### config.mk
export PLATFORM = sky130hd
export DESIGN_NAME = rtb_timer
export DESIGN_NICKNAME = d
export VERILOG_FILES = /design/src/rtl/rtb_pkg.sv /design/src/rtl/rtb_tick_select.sv /design/src/rtl/rtb_counter.sv /design/src/rtl/rtb_irq.sv /design/src/rtl/rtb_timer.sv
export SDC_FILE = /design/constraint.sdc
export NUM_CORES = 1
export LEC_CHECK = 0
export BUFFER_PORTS_ARGS = -buffer_cell sky130_fd_sc_hd__buf_2
export CORE_MARGIN = 2
export CORE_UTILIZATION = 45
export DETAILED_ROUTE_END_ITERATION = 16
export GPL_TIMING_DRIVEN = 0
export PLACE_DENSITY = 0.66
export SYNTH_ARGS = -nofsm -noshare
export SYNTH_HDL_FRONTEND = slang
export SYNTH_SLANG_ARGS = --single-unit
### constraint.sdc
create_clock -name clk -period 5.15 [get_ports clk]
set_input_delay 0.515 -clock clk [delete_from_list [all_inputs] [get_ports clk]]
set_output_delay 0.515 -clock clk [all_outputs]
set_load 0.01 [all_outputs]
### src/rtl/rtb_pkg.sv
package rtb_pkg;

    typedef enum logic [1:0] {
        PER_MINUTE = 2'd0,
        PER_SECOND = 2'd1,
        PER_HALF   = 2'd2,
        PER_EIGHTH = 2'd3
    } period_e;

    typedef struct packed {
        logic tick;
        logic slow;
    } tick_t;

    typedef struct packed {
        logic evt;
        logic restart;
    } cnt_status_t;

    function automatic int unsigned period_len(period_e p, int unsigned tps);
        case (p)
            PER_MINUTE: return 60 * tps;
            PER_SECOND: return tps;
            PER_HALF:   return tps / 2;
            default:    return tps / 8;
        endcase
    endfunction

endpackage

### src/rtl/rtb_tick_select.sv
module rtb_tick_select
    import rtb_pkg::*;
(
    input  logic  tick_sys,
    input  logic  tick_slow,
    input  logic  src_slow,
    output tick_t tk
);
    always_comb begin
        tk.slow = src_slow;
        tk.tick = src_slow ? tick_slow : tick_sys;
    end
endmodule

### src/rtl/rtb_counter.sv
module rtb_counter
    import rtb_pkg::*;
#(
    parameter int unsigned CNT_W         = 21,
    parameter int unsigned TICKS_PER_SEC = 32768
) (
    input  logic        clk,
    input  logic        rst,
    input  logic        enable,
    input  period_e     period,
    input  tick_t       tk,
    output cnt_status_t st
);
    localparam logic [CNT_W-1:0] LAST_MIN  = CNT_W'(period_len(PER_MINUTE, TICKS_PER_SEC) - 1);
    localparam logic [CNT_W-1:0] LAST_SEC  = CNT_W'(period_len(PER_SECOND, TICKS_PER_SEC) - 1);
    localparam logic [CNT_W-1:0] LAST_HALF = CNT_W'(period_len(PER_HALF,   TICKS_PER_SEC) - 1);
    localparam logic [CNT_W-1:0] LAST_EGTH = CNT_W'(period_len(PER_EIGHTH, TICKS_PER_SEC) - 1);

    logic [CNT_W-1:0] cnt_q;
    logic [CNT_W-1:0] last;
    period_e          period_q;

    always_comb begin
        case (period)
            PER_MINUTE: last = LAST_MIN;
            PER_SECOND: last = LAST_SEC;
            PER_HALF:   last = LAST_HALF;
            default:    last = LAST_EGTH;
        endcase
    end

    always_comb begin
        st.restart = !enable || (period != period_q);
        st.evt     = !st.restart && tk.tick && (cnt_q == last);
    end

    always_ff @(posedge clk) begin
        period_q <= period;
        if (rst || st.restart) begin
            cnt_q <= '0;
        end else if (tk.tick) begin
            cnt_q <= st.evt ? '0 : cnt_q + 1'b1;
        end
    end

    AST_CNT_IN_RANGE: assert property (@(posedge clk) disable iff (rst)
        !st.restart |-> cnt_q <= last) else $error("count past wrap");
    AST_SEL_RESTART: assert property (@(posedge clk) disable iff (rst)
        (period != $past(period)) |=> cnt_q == '0) else $error("no restart on period change");
    AST_DISABLED_HOLD: assert property (@(posedge clk) disable iff (rst)
        !enable |=> cnt_q == '0) else $error("counting while disabled");
endmodule

### src/rtl/rtb_irq.sv
module rtb_irq
    import rtb_pkg::*;
(
    input  logic        clk,
    input  logic        rst,
    input  cnt_status_t st,
    input  tick_t       tk,
    input  logic        irq_clear,
    output logic        irq_flag,
    output logic        wake_req
);
    logic flag_q;

    always_ff @(posedge clk) begin
        if (rst)         flag_q <= 1'b0;
        else if (st.evt) flag_q <= 1'b1;
        else if (irq_clear) flag_q <= 1'b0;
    end

    assign irq_flag = flag_q;
    assign wake_req = flag_q & tk.slow;

    AST_EVENT_SETS: assert property (@(posedge clk) disable iff (rst)
        st.evt |=> flag_q) else $error("event lost");
    AST_STICKY: assert property (@(posedge clk) disable iff (rst)
        flag_q && !irq_clear |=> flag_q) else $error("flag dropped");
    AST_CLEAR: assert property (@(posedge clk) disable iff (rst)
        irq_clear && !st.evt |=> !flag_q) else $error("clear ignored");
endmodule

### src/rtl/rtb_timer.sv
module rtb_timer
    import rtb_pkg::*;
#(
    parameter int unsigned CNT_W         = 21,
    parameter int unsigned TICKS_PER_SEC = 32768
) (
    input  logic       clk,
    input  logic       rst,
    input  logic       tick_sys,
    input  logic       tick_slow,
    input  logic       src_slow,
    input  logic [1:0] period_sel,
    input  logic       enable,
    input  logic       irq_clear,
    output logic       irq_flag,
    output logic       wake_req
);
    tick_t       tk;
    cnt_status_t st;

    rtb_tick_select u_sel (
        .tick_sys  (tick_sys),
        .tick_slow (tick_slow),
        .src_slow  (src_slow),
        .tk        (tk)
    );

    rtb_counter #(
        .CNT_W         (CNT_W),
        .TICKS_PER_SEC (TICKS_PER_SEC)
    ) u_cnt (
        .clk    (clk),
        .rst    (rst),
        .enable (enable),
        .period (period_e'(period_sel)),
        .tk     (tk),
        .st     (st)
    );

    rtb_irq u_irq (
        .clk       (clk),
        .rst       (rst),
        .st        (st),
        .tk        (tk),
        .irq_clear (irq_clear),
        .irq_flag  (irq_flag),
        .wake_req  (wake_req)
    );

    AST_WAKE_FOLLOWS_FLAG: assert property (@(posedge clk) disable iff (rst)
        wake_req |-> irq_flag && src_slow) else $error("wake without slow source");
    AST_RESET_QUIET: assert property (@(posedge clk)
        $past(rst) |-> !irq_flag) else $error("flag after reset");
endmodule

==> results.py, run 1 <==
metrics = {
    "setup_path": {
        "crit_required_ps": 5380,
        "r2r_start": "u_cnt.cnt_q[15]$_SDFFE_PP0P_",
        "critical_path.startpoint": "u_cnt.cnt_q[15]$_SDFFE_PP0P_",
        "slowest_delay_ps": 510,
        "cp_data_arrival_time_ps": 2150,
        "end_kind": "flop",
        "crit_type": "reg -> reg",
        "path_buf_inv": 1,
        "path_delay_family": "simple AND/OR/NAND/NOR gates",
        "reg2reg_slack_ps": 3230,
        "path_cells": "or4_1, nor3_1, o221ai_2, o21bai_2, buf_6, nor2_1",
        "worstReg2RegEnd": "u_cnt.cnt_q[7]$_SDFFE_PP0P_",
        "r2r_cells": 6,
        "cp_slowest_cell": "or4_1",
        "cp_max_fo": 10,
        "path_depth": 6,
        "startpoint_type": "flop",
        "crit_end": "u_cnt.cnt_q[7]$_SDFFE_PP0P_",
    },
    "clock_tree": {
        "cts.repair.resized": 0,
        "clk_latency_ps": 320,
        "cts-root-buf": "clkbuf_4",
        "ctsLongestPathBuffers": 2,
        "clkTransAtPathRegs_ps": 130,
        "cts_tree": "built",
        "postCtsSetupRepairBufs": 0,
        "numCtsBuffers": 3,
        "hold_buffers": 0,
        "cts_max_level": 1,
        "numClockSinks": 24,
    },
    "status": {
        "status": "finished, final reports clean",
    },
    "layout": {
        "area_growth_pct": 11.83,
        "fillCellCount": 237,
        "diodes": 0,
        "mostFrequentLayoutCells": "24 x dfxtp_1, 21 x nor2_1, 14 x nand2_1",
        "drive_gt1_share_pct": 16.33,
        "final_common_cell": "dfxtp_1",
        "nets": 158,
        "final_core_util_pct": 53.48,
        "design_area_mm2": 0.001325,
    },
    "floorplan": {
        "start_util_pct": 47.83,
        "ios": 11,
        "die_area_mm2": 0.003060,
        "die_h_um": 55.32,
        "rows": 18,
        "core-area_mm2": 0.002477,
        "die_w_um": 55.32,
    },
    "route": {
        "route.met3.wl_um": 42,
        "drt-met1-wl_um": 1092,
        "postRouteAntennaNets": 0,
        "route.detailed.drc": 0,
        "vias": 965,
        "first_pass_iters": 6,
        "topRoutingLayerUsed": "met4",
        "met2WireLength_um": 984,
        "drt-initial-drc-count": 20,
        "drt_wl_total_um": 2135,
        "drt-wirelength-per-cell_um": 12.06,
        "via_per_inst": 5.452,
    },
    "timing": {
        "layout_min_cycle_time_ps": 1921,
        "timing.final.crit_share_pct": 37.30,
        "drv_slew": 0,
        "finalSetupTns_ps": 0,
        "setup_violations": 0,
        "fmax_ghz": 0.5205,
        "rsz0062_at_grt": "false",
        "hold_slack_ps": 347.8,
        "max_slew_margin_pct": 66.20,
        "finalClockSkew_ps": 3.540,
        "hold_viol": 0,
        "tightest_slew_ps": 504.3,
    },
    "logic_synthesis": {
        "syn_avg_cell_area_um2": 8.909,
        "netlist_area_mm2": 0.001185,
        "netlist.area_leader.share_pct": 40.55,
        "yosysUniqueCellTypes": 37,
        "yosys.area.top_type": "dfxtp_1",
        "synth-seq-cells": 24,
        "syn_nets": 143,
        "ys_top_cells_by_area": "dfxtp_1 41%, xnor2_1 8.9%, nor2_1 6.7%",
        "syn_inst": 133,
        "ys_seq_area_share_pct": 40.55,
        "yosysWarnings": 0,
    },
    "power": {
        "leakage_nw": 0.4124,
        "powerDensity_mw_per_mm2": 258.4,
        "ir_drop_mv": 0.1796,
    },
    "job": {
        "maxCapViolCount": 0,
    },
    "place": {
        "port_buffers": 10,
        "gp_congestion": 0.7103,
        "dp_hpwl_um": 1603,
        "placed_cell_area_mm2": 0.001272,
    },
    "global_routing": {
        "grtUsageTotal_pct": 16.07,
        "grt_pass1_vias": 859,
        "grt_overflow": 0,
        "antenna_found_initial": 0,
        "grt_max_degree": 15,
        "grt_pass1_wl_um": 3953,
    },
    "hold_path": {
        "hold_depth": 1,
        "min_path_type": "in -> reg",
    },
}
[routing by layer]
metal,up-vias,GRT usage [%]
met5,-,0
met4,0,7.317
met3,2,2.810
met2,11,24.15
met1,456,22.40
li1,496,-
[power breakdown]
part           internal (mW)  leakage (nW)  switching, mW
clock network         0.0788        0.0279         0.0590
logic                0.00791         0.190        0.00934
registers              0.187         0.194       0.000637
[worst register-to-register path, stage by stage (launching register included)]
cell and delay [ps]:
dfxtp_1 390, or4_1 510, nor3_1 190, o221ai_2 230, o21bai_2 290, buf_6 180
nor2_1 50
[kinds of logic (layout without fill, tap and decap cells)]
logic type / Yosys count / after routing / synth area share (%)
and+or+nand+nor: 73 / 73 / 33.79
DFF: 24 / 24 / 40.55
xor gates and xnor gates: 18 / 18 / 13.31
AOI/OAI and AO/OA: 11 / 11 / 6.652
buffers and inverters: 4 / 18 / 2.534
muxes: 2 / 2 / 2.112
adders and majority gates: 1 / 1 / 1.056
[per-stage QoR]
stage               power [mW]  std cells  setup slack [ps]
floorplan               0.2020        133              3359
global placement        0.2083        173              3066
detailed placement      0.2087        173              3027
CTS                     0.3460        177              3211
global route            0.3543        177              2990
finish                  0.3424        177              3229
[how the worst min path moves through the flow]
stage | to | startpoint | slack (ps)
after global routing | u_cnt.period_q[1]$_DFF_P_ | period_sel[1] | 350
final | u_cnt.period_q[1]$_DFF_P_ | period_sel[1] | 350
after floorplan | u_cnt.cnt_q[1]$_SDFFE_PP0P_ | u_cnt.cnt_q[1]$_SDFFE_PP0P_ | 470
after global placement | u_irq.irq_flag$_SDFFE_PP0P_ | u_irq.irq_flag$_SDFFE_PP0P_ | 450
after detailed placement | u_irq.irq_flag$_SDFFE_PP0P_ | u_irq.irq_flag$_SDFFE_PP0P_ | 450
after CTS | u_cnt.period_q[0]$_DFF_P_ | period_sel[0] | 340
[flip-flops by register name (all words and copies together), names as in the netlist]
| signal | cells |
|---|---|
| u_cnt.period_q | 2 |
| u_irq.irq_flag | 1 |
| u_cnt.cnt_q | 21 |
[cell type report]
| type | instances | area [µm²] | area share, % |
|---|---|---|---|
| clock inverter | 1 | 30.03 | 2.266 |
| tap | 30 | 37.54 | 2.833 |
| inverter | 2 | 7.507 | 0.5666 |
| clock buffer | 3 | 22.52 | 1.700 |
| multi-input combinational | 105 | 674.4 | 50.90 |
| timing repair buffer | 10 | 50.05 | 3.777 |
| buffer | 2 | 22.52 | 1.700 |
| sequential | 24 | 480.5 | 36.26 |
[cell usage after synthesis]
library cell	n
nand4b_1	1
ha_1	1
nand3_4	2
xor2_1	6
and4_4	1
or2_1	1
dfxtp_1	24
nand3_1	6
or4_1	1
or3_1	2
and2_1	2
xnor2_1	12
o211ai_1	1
nand3b_1	1
o221ai_2	1
o21ai_0	1
and3_1	2
nor2_1	21
inv_1	2
nor2b_1	1
a31oi_1	2
mux2i_1	1
a21oi_1	4
nor4_1	3
nor3_1	4
nand4_1	5
nor4b_1	1
or4b_1	1
o21bai_2	1
buf_6	2
nand2_1	14
or2_2	1
o31ai_1	1
or3b_2	1
nand2b_1	1
mux2_4	1
and4_1	1
(Power assumes the default switching activity.)
==> inputs of run 2 (changes only) <==
--- a/config.mk
+++ b/config.mk
@@ -5,12 +5,13 @@
 export SDC_FILE = /design/constraint.sdc
 export NUM_CORES = 1
 export LEC_CHECK = 0
+export ABC_AREA = 1
 export BUFFER_PORTS_ARGS = -buffer_cell sky130_fd_sc_hd__buf_2
 export CORE_MARGIN = 2
 export CORE_UTILIZATION = 45
 export DETAILED_ROUTE_END_ITERATION = 16
 export GPL_TIMING_DRIVEN = 0
-export PLACE_DENSITY = 0.66
+export PLACE_DENSITY = 0.68
 export SYNTH_ARGS = -nofsm -noshare
 export SYNTH_HDL_FRONTEND = slang
 export SYNTH_SLANG_ARGS = --single-unit
==> constraint.sdc (replaced) <==
create_clock -name clk -period 1.55 [get_ports clk]
set_input_delay 0.155 -clock clk [delete_from_list [all_inputs] [get_ports clk]]
set_output_delay 0.155 -clock clk [all_outputs]
set_load 0.01 [all_outputs]
==> results.py, run 2 <==
metrics = {
    "setup_path": {
        "crit_type": "reg -> reg",
        "startpoint_type": "flop",
        "cp_slowest_cell": "dfxtp_2",
        "path_cells": "ha_4, nand2_2, nor2_4, nand3_4, nor2_4, nand3_4, nand2_4, clkbuf_16, nor2_2",
        "reg2reg_slack_ps": 50,
        "slowest_delay_ps": 380,
        "end_kind": "flop",
        "critical_path.startpoint": "u_cnt.cnt_q[1]$_SDFFE_PP0P_",
        "cp_max_fo": 5,
        "cp_data_arrival_time_ps": 1720,
        "r2r_cells": 9,
        "crit_required_ps": 1780,
        "r2r_start": "u_cnt.cnt_q[1]$_SDFFE_PP0P_",
        "worstReg2RegEnd": "u_cnt.cnt_q[11]$_SDFFE_PP0P_",
    },
    "layout": {
        "diodes": 0,
        "final_common_cell": "nand2_1",
        "largest_register_ffs": 21,
        "mostFrequentLayoutCells": "46 x nand2_1, 25 x inv_1, 23 x nor2_1",
        "regMostFlops": "u_cnt.cnt_q",
        "fillCellCount": 303,
        "drive_gt1_share_pct": 25.81,
        "design_area_mm2": 0.001627,
        "area_growth_pct": 17.33,
        "nets": 228,
    },
    "logic_synthesis": {
        "netlist_area_mm2": 0.001386,
        "synth_commonest_cells": "48 x nand2_1, 25 x inv_1, 24 x dfxtp_1",
        "syn_inst": 195,
        "ys_seq_area_share_pct": 34.66,
        "synth-seq-cells": 24,
        "yosys.area.top_type": "dfxtp_1",
        "synth_most_common_cell": "nand2_1",
        "synth_edf_count": 0,
        "ys_top_cells_by_area": "dfxtp_1 35%, nand2_1 13%, inv_1 6.8%",
        "yosysWarnings": 0,
        "synth_ff_type": "dfxtp_1",
        "synthArstFlopShare_pct": 0,
        "netlist.area_leader.share_pct": 34.66,
        "syn_avg_cell_area_um2": 7.109,
        "syn_nets": 205,
        "yosysUniqueCellTypes": 24,
    },
    "place": {
        "dp_hpwl_um": 1940,
        "gp_congestion": 0.8166,
        "port_buffers": 10,
        "placed_cell_area_mm2": 0.001478,
    },
    "clock_tree": {
        "cts_max_level": 1,
        "clk_latency_ps": 320,
        "numClockSinks": 24,
        "numCtsBuffers": 3,
        "cts-root-buf": "clkbuf_4",
        "cts_tree": "built",
        "ctsLongestPathBuffers": 2,
        "clkTransAtPathRegs_ps": 130,
    },
    "timing": {
        "tightest_slew_ps": 322.5,
        "timing.final.crit_share_pct": 96.69,
        "setup_violations": 0,
        "drv_slew": 0,
        "layout_min_cycle_time_ps": 1499,
        "fmax_ghz": 0.6672,
        "max_slew_margin_pct": 78.45,
        "finalSetupTns_ps": 0,
        "hold_viol": 0,
        "finalClockSkew_ps": 7.120,
    },
    "route": {
        "postRouteAntennaNets": 0,
        "first_pass_iters": 4,
        "drt-wirelength-per-cell_um": 10.87,
        "drt-initial-drc-count": 55,
        "vias": 1179,
        "route.detailed.drc": 0,
        "drt_wl_total_um": 2717,
        "via_per_inst": 4.716,
    },
    "status": {
        "status": "finished, final reports clean",
    },
    "hold_path": {
        "min_from": "irq_clear",
        "whs_endpoint": "u_irq.irq_flag$_SDFFE_PP0P_",
        "min_path_type": "in -> reg",
        "hold_depth": 4,
    },
    "global_routing": {
        "antenna_found_initial": 0,
        "grt_pass1_vias": 988,
        "grt_pass1_wl_um": 4305,
        "grtUsageTotal_pct": 16.18,
        "grt_overflow": 0,
        "grt_max_degree": 14,
    },
    "floorplan": {
        "die_area_mm2": 0.003541,
        "rows": 20,
        "core-area_mm2": 0.003003,
        "die_h_um": 59.51,
        "die_w_um": 59.51,
        "ios": 11,
        "start_util_pct": 46.17,
    },
    "power": {
        "p_total_mw": 1.038,
        "leakage_nw": 0.6217,
        "powerDensity_mw_per_mm2": 637.9,
        "ir_drop_mv": 0.3971,
    },
    "job": {
        "maxCapViolCount": 0,
    },
}
run 2: cell count changes in the layout (fill, tap and decap cells not counted), sizes merged, moves of 3 or more:
cell         before  now
nor2             21   41
xor2              6   10
buf              12   15
inv               2   27
nand3             8   15
dlygate4sd3       0    3
nand2            14   54
xnor2            12    4
nor4              3    0
a21oi             4    7
run 2: cells by family after synthesis:
logic type      count (synthesis)  synth area share (%)
compound gates                  9                 3.429
simple gates                  118                 43.05
xor+xnor                       14                 8.844
buf+inv                        29                 9.115
flops                          24                 34.66
fa+ha+maj                       1                0.9024
run 2: metrics by stage:
stage	hold slack [ps]	setup WS [ps]	utilization (%)	std cells
2_1_floorplan	182.7	171.6	-	195
3_3_place_gp	300.6	19.43	49.21	238
3_5_place_dp	309.1	9.065	49.21	238
4_1_cts	51.41	21.99	51.50	245
5_1_grt	67.66	-8.810	54.17	250
6_report	55.79	51.24	54.17	250
run 2: worst max-delay path by stage:
| stage | endpoint | slack (ps) |
|---|---|---|
| finish | u_cnt.cnt_q[11]$_SDFFE_PP0P_ | 50 |
| global route | u_cnt.cnt_q[11]$_SDFFE_PP0P_ | -9 |
| CTS | u_cnt.cnt_q[20]$_SDFFE_PP0P_ | 20 |
| detailed placement | u_cnt.cnt_q[20]$_SDFFE_PP0P_ | 9 |
| global placement | u_cnt.cnt_q[14]$_SDFFE_PP0P_ | 20 |
| floorplan | u_cnt.cnt_q[14]$_SDFFE_PP0P_ | 170 |
run 2: what timing repair did:
item                                    4_1_cts  5_1_grt
gates resized for setup                       2        5
buffers inserted                              0        4
endpoints found under the hold margin         3        0
cloned                                        0        1
pin swaps                                     0        4
endpoints found under the setup margin        8       10
hold buffers                                  3        0
run 2: layout make-up:
cell class	instances	area, µm²	area share [%]
inverters	28	106.4	6.538
repair buffers	18	135.1	8.308
plain buffers	1	20.02	1.231
clock buffers	4	36.28	2.231
flip-flops and latches	24	483.0	29.69
well taps	33	41.29	2.538
multi-input cells	142	804.5	49.46
run 2: worst max-delay path, delay by kind of cell, from the launching register on:
kind | cells | cell delay (ps)
buf+inv | 1 | 160
flops | 1 | 380
simple gates | 7 | 720
fa+ha+maj | 1 | 140
run 2: routing by layer:
metal,up-vias,wire length [µm],track usage (%),share of wire (%)
met2,27,1236,25.27,45
met5,-,0,0,0
met1,508,1344,22.47,49
met3,2,119,3.930,4.4
met4,0,17,3.810,0.63
li1,642,-,-,-
run 2: power by group:
part	internal, mW	switching, mW	leakage, nW
sequential	0.620	0.00196	0.195
combinational	0.0339	0.0461	0.406
clock	0.144	0.192	0.0210
==> inputs of run 3 (changes only) <==
--- a/config.mk
+++ b/config.mk
@@ -5,13 +5,14 @@
 export SDC_FILE = /design/constraint.sdc
 export NUM_CORES = 1
 export LEC_CHECK = 0
-export ABC_AREA = 1
+export ABC_AREA = 0
 export BUFFER_PORTS_ARGS = -buffer_cell sky130_fd_sc_hd__buf_2
 export CORE_MARGIN = 2
 export CORE_UTILIZATION = 45
 export DETAILED_ROUTE_END_ITERATION = 16
+export GPL_ROUTABILITY_DRIVEN = 0
 export GPL_TIMING_DRIVEN = 0
-export PLACE_DENSITY = 0.68
+export PLACE_DENSITY = 0.69
 export SYNTH_ARGS = -nofsm -noshare
 export SYNTH_HDL_FRONTEND = slang
 export SYNTH_SLANG_ARGS = --single-unit
==> results.py, run 3 (synthesized netlist as in run 1, its figures left out) <==
metrics = {
    "status": {
        "status": "finished with violations",
        "violations": "negative setup slack",
    },
    "timing": {
        "drv_slew": 0,
        "finalSetupTns_ps": -3513,
        "fmax_ghz": 0.5576,
        "setup_violations": 19,
        "hold_viol": 0,
        "layout_min_cycle_time_ps": 1793,
        "max_slew_margin_pct": 66.32,
        "rsz0062_at_grt": "true",
        "tightest_slew_ps": 500.7,
        "setup_slack_ps": -243.4,
        "finalClockSkew_ps": 11.53,
        "timing.final.crit_share_pct": 115.7,
    },
    "layout": {
        "drive_gt1_share_pct": 44.58,
        "diodes": 0,
        "mostFrequentLayoutCells": "15 x nor2_1, 13 x nand2_1, 12 x xnor2_1, 12 x buf_4",
        "nets": 177,
        "area_growth_pct": 38.12,
        "final_common_cell": "nor2_1",
        "instances_no_fill": 196,
        "regMostFlops": "u_cnt.cnt_q",
        "largest_register_ffs": 21,
    },
    "global_routing": {
        "grtUsageTotal_pct": 17.79,
        "grt_max_degree": 15,
        "antenna_found_initial": 0,
        "grt_overflow": 0,
        "grt_pass1_wl_um": 4374,
        "grt_pass1_vias": 999,
    },
    "route": {
        "drt-wirelength-per-cell_um": 16.03,
        "via_per_inst": 5.663,
        "postRouteAntennaNets": 0,
        "vias": 1110,
        "drt_wl_total_um": 3141,
        "first_pass_iters": 5,
        "route.detailed.drc": 0,
        "drt-initial-drc-count": 20,
    },
    "clock_tree": {
        "numClockSinks": 24,
        "cts_tree": "built",
        "cts-root-buf": "clkbuf_4",
        "cts_max_level": 1,
        "clk_latency_ps": 340,
        "clkTransAtPathRegs_ps": 150,
        "ctsLongestPathBuffers": 2,
        "numCtsBuffers": 3,
    },
    "power": {
        "p_total_mw": 1.177,
        "powerDensity_mw_per_mm2": 719.5,
        "leakage_nw": 0.5377,
        "ir_drop_mv": 0.6035,
    },
    "place": {
        "dp_slack_ps": -246.6,
        "dp_hpwl_um": 1618,
        "dp_cells": 173,
        "port_buffers": 10,
    },
    "setup_path": {
        "cp_data_arrival_time_ps": 2020,
        "crit_type": "reg -> reg",
        "slowest_delay_ps": 520,
        "path_delay_family": "simple AND/OR/NAND/NOR gates",
        "path_cells": "or4_4, nor3_4, o221ai_4, o21bai_4, buf_6, nor2_1",
        "cp_slowest_cell": "or4_4",
        "reg2reg_slack_ps": -240,
        "crit_required_ps": 1780,
        "startpoint_type": "flop",
        "cp_max_fo": 5,
        "end_kind": "flop",
        "path_buf_inv": 1,
    },
    "floorplan": {
        "die_h_um": 55.32,
        "rows": 18,
        "core-area_mm2": 0.002477,
        "die_area_mm2": 0.003060,
        "ios": 11,
        "start_util_pct": 47.83,
        "die_w_um": 55.32,
    },
    "hold_path": {
        "min_path_type": "in -> reg",
    },
    "job": {
        "maxCapViolCount": 0,
    },
}
## run 3: cell types whose count changed in the layout (fill, tap and decap cells not counted), moves of 6 or more
cell,delta
xnor2_1,+8
nand2_2,-6
nand3_1,-7
inv_1,-23
dfxtp_1,-13
a21oi_1,-6
nand2_1,-33
nor2_2,-8
nor2_1,-8
dfxtp_2,+8
buf_4,+8
## run 3: power by group
group | internal, mW | switching (mW)
clock | 0.262 | 0.212
sequential | 0.612 | 0.00282
combinational | 0.0446 | 0.0440
total | 0.918 | 0.259
## run 3: worst paths after layout
check	startpoint	endpoint	cells past startpoint
setup / recovery	u_cnt.cnt_q[15]$_SDFFE_PP0P_	u_cnt.cnt_q[13]$_SDFFE_PP0P_	6
hold / removal	irq_clear	u_irq.irq_flag$_SDFFE_PP0P_	4
setup reg to reg	u_cnt.cnt_q[15]$_SDFFE_PP0P_	u_cnt.cnt_q[13]$_SDFFE_PP0P_	6
hold reg to reg	u_irq.irq_flag$_SDFFE_PP0P_	u_irq.irq_flag$_SDFFE_PP0P_	2
## run 3: worst reg2reg max path, delay by kind of cell, from the launching register on
kind | cells | cell delay, ps
and+or+nand+nor | 3 | 740
AOI/OAI and AO/OA | 2 | 410
DFF | 1 | 380
buffers and inverters | 1 | 160
## run 3: what timing repair did
action,4_1_cts,5_1_grt
endpoints found under the setup margin,19,19
gates resized for setup,12,31
hold buffers,2,0
cloned,1,1
setup buffers,5,10
endpoints found under the hold margin,2,0
pin swaps,10,14
## run 3: final cells by class
cell class	count	area (µm²)
plain buffers	2	26.28
clock buffers	3	22.52
clock inverters	1	30.03
fillers	187	840.8
inverters	2	7.507
multi-input cells	105	770.7
flip-flops and latches	24	511.7
well taps	30	37.54
repair buffers	29	230.2
## run 3: stage by stage
stage               utilization, %  hold WS (ps)  instance area (µm²)
floorplan                        -         182.7                 1197
global placement             51.87         321.4                 1285
detailed placement           51.87         324.6                 1285
CTS                          58.64         101.7                 1453
global route                 66.06         100.5                 1637
finish                       66.06         81.95                 1637
## run 3: routing by layer
layer / vias to the layer above / routed length (µm) / global-route usage [%]
met3: 5 / 98 / 2.810
li1: 533 / - / -
met4: 0 / 36 / 6.272
met1: 543 / 1367 / 22.30
met5: - / 0 / 0
met2: 29 / 1638 / 30.78
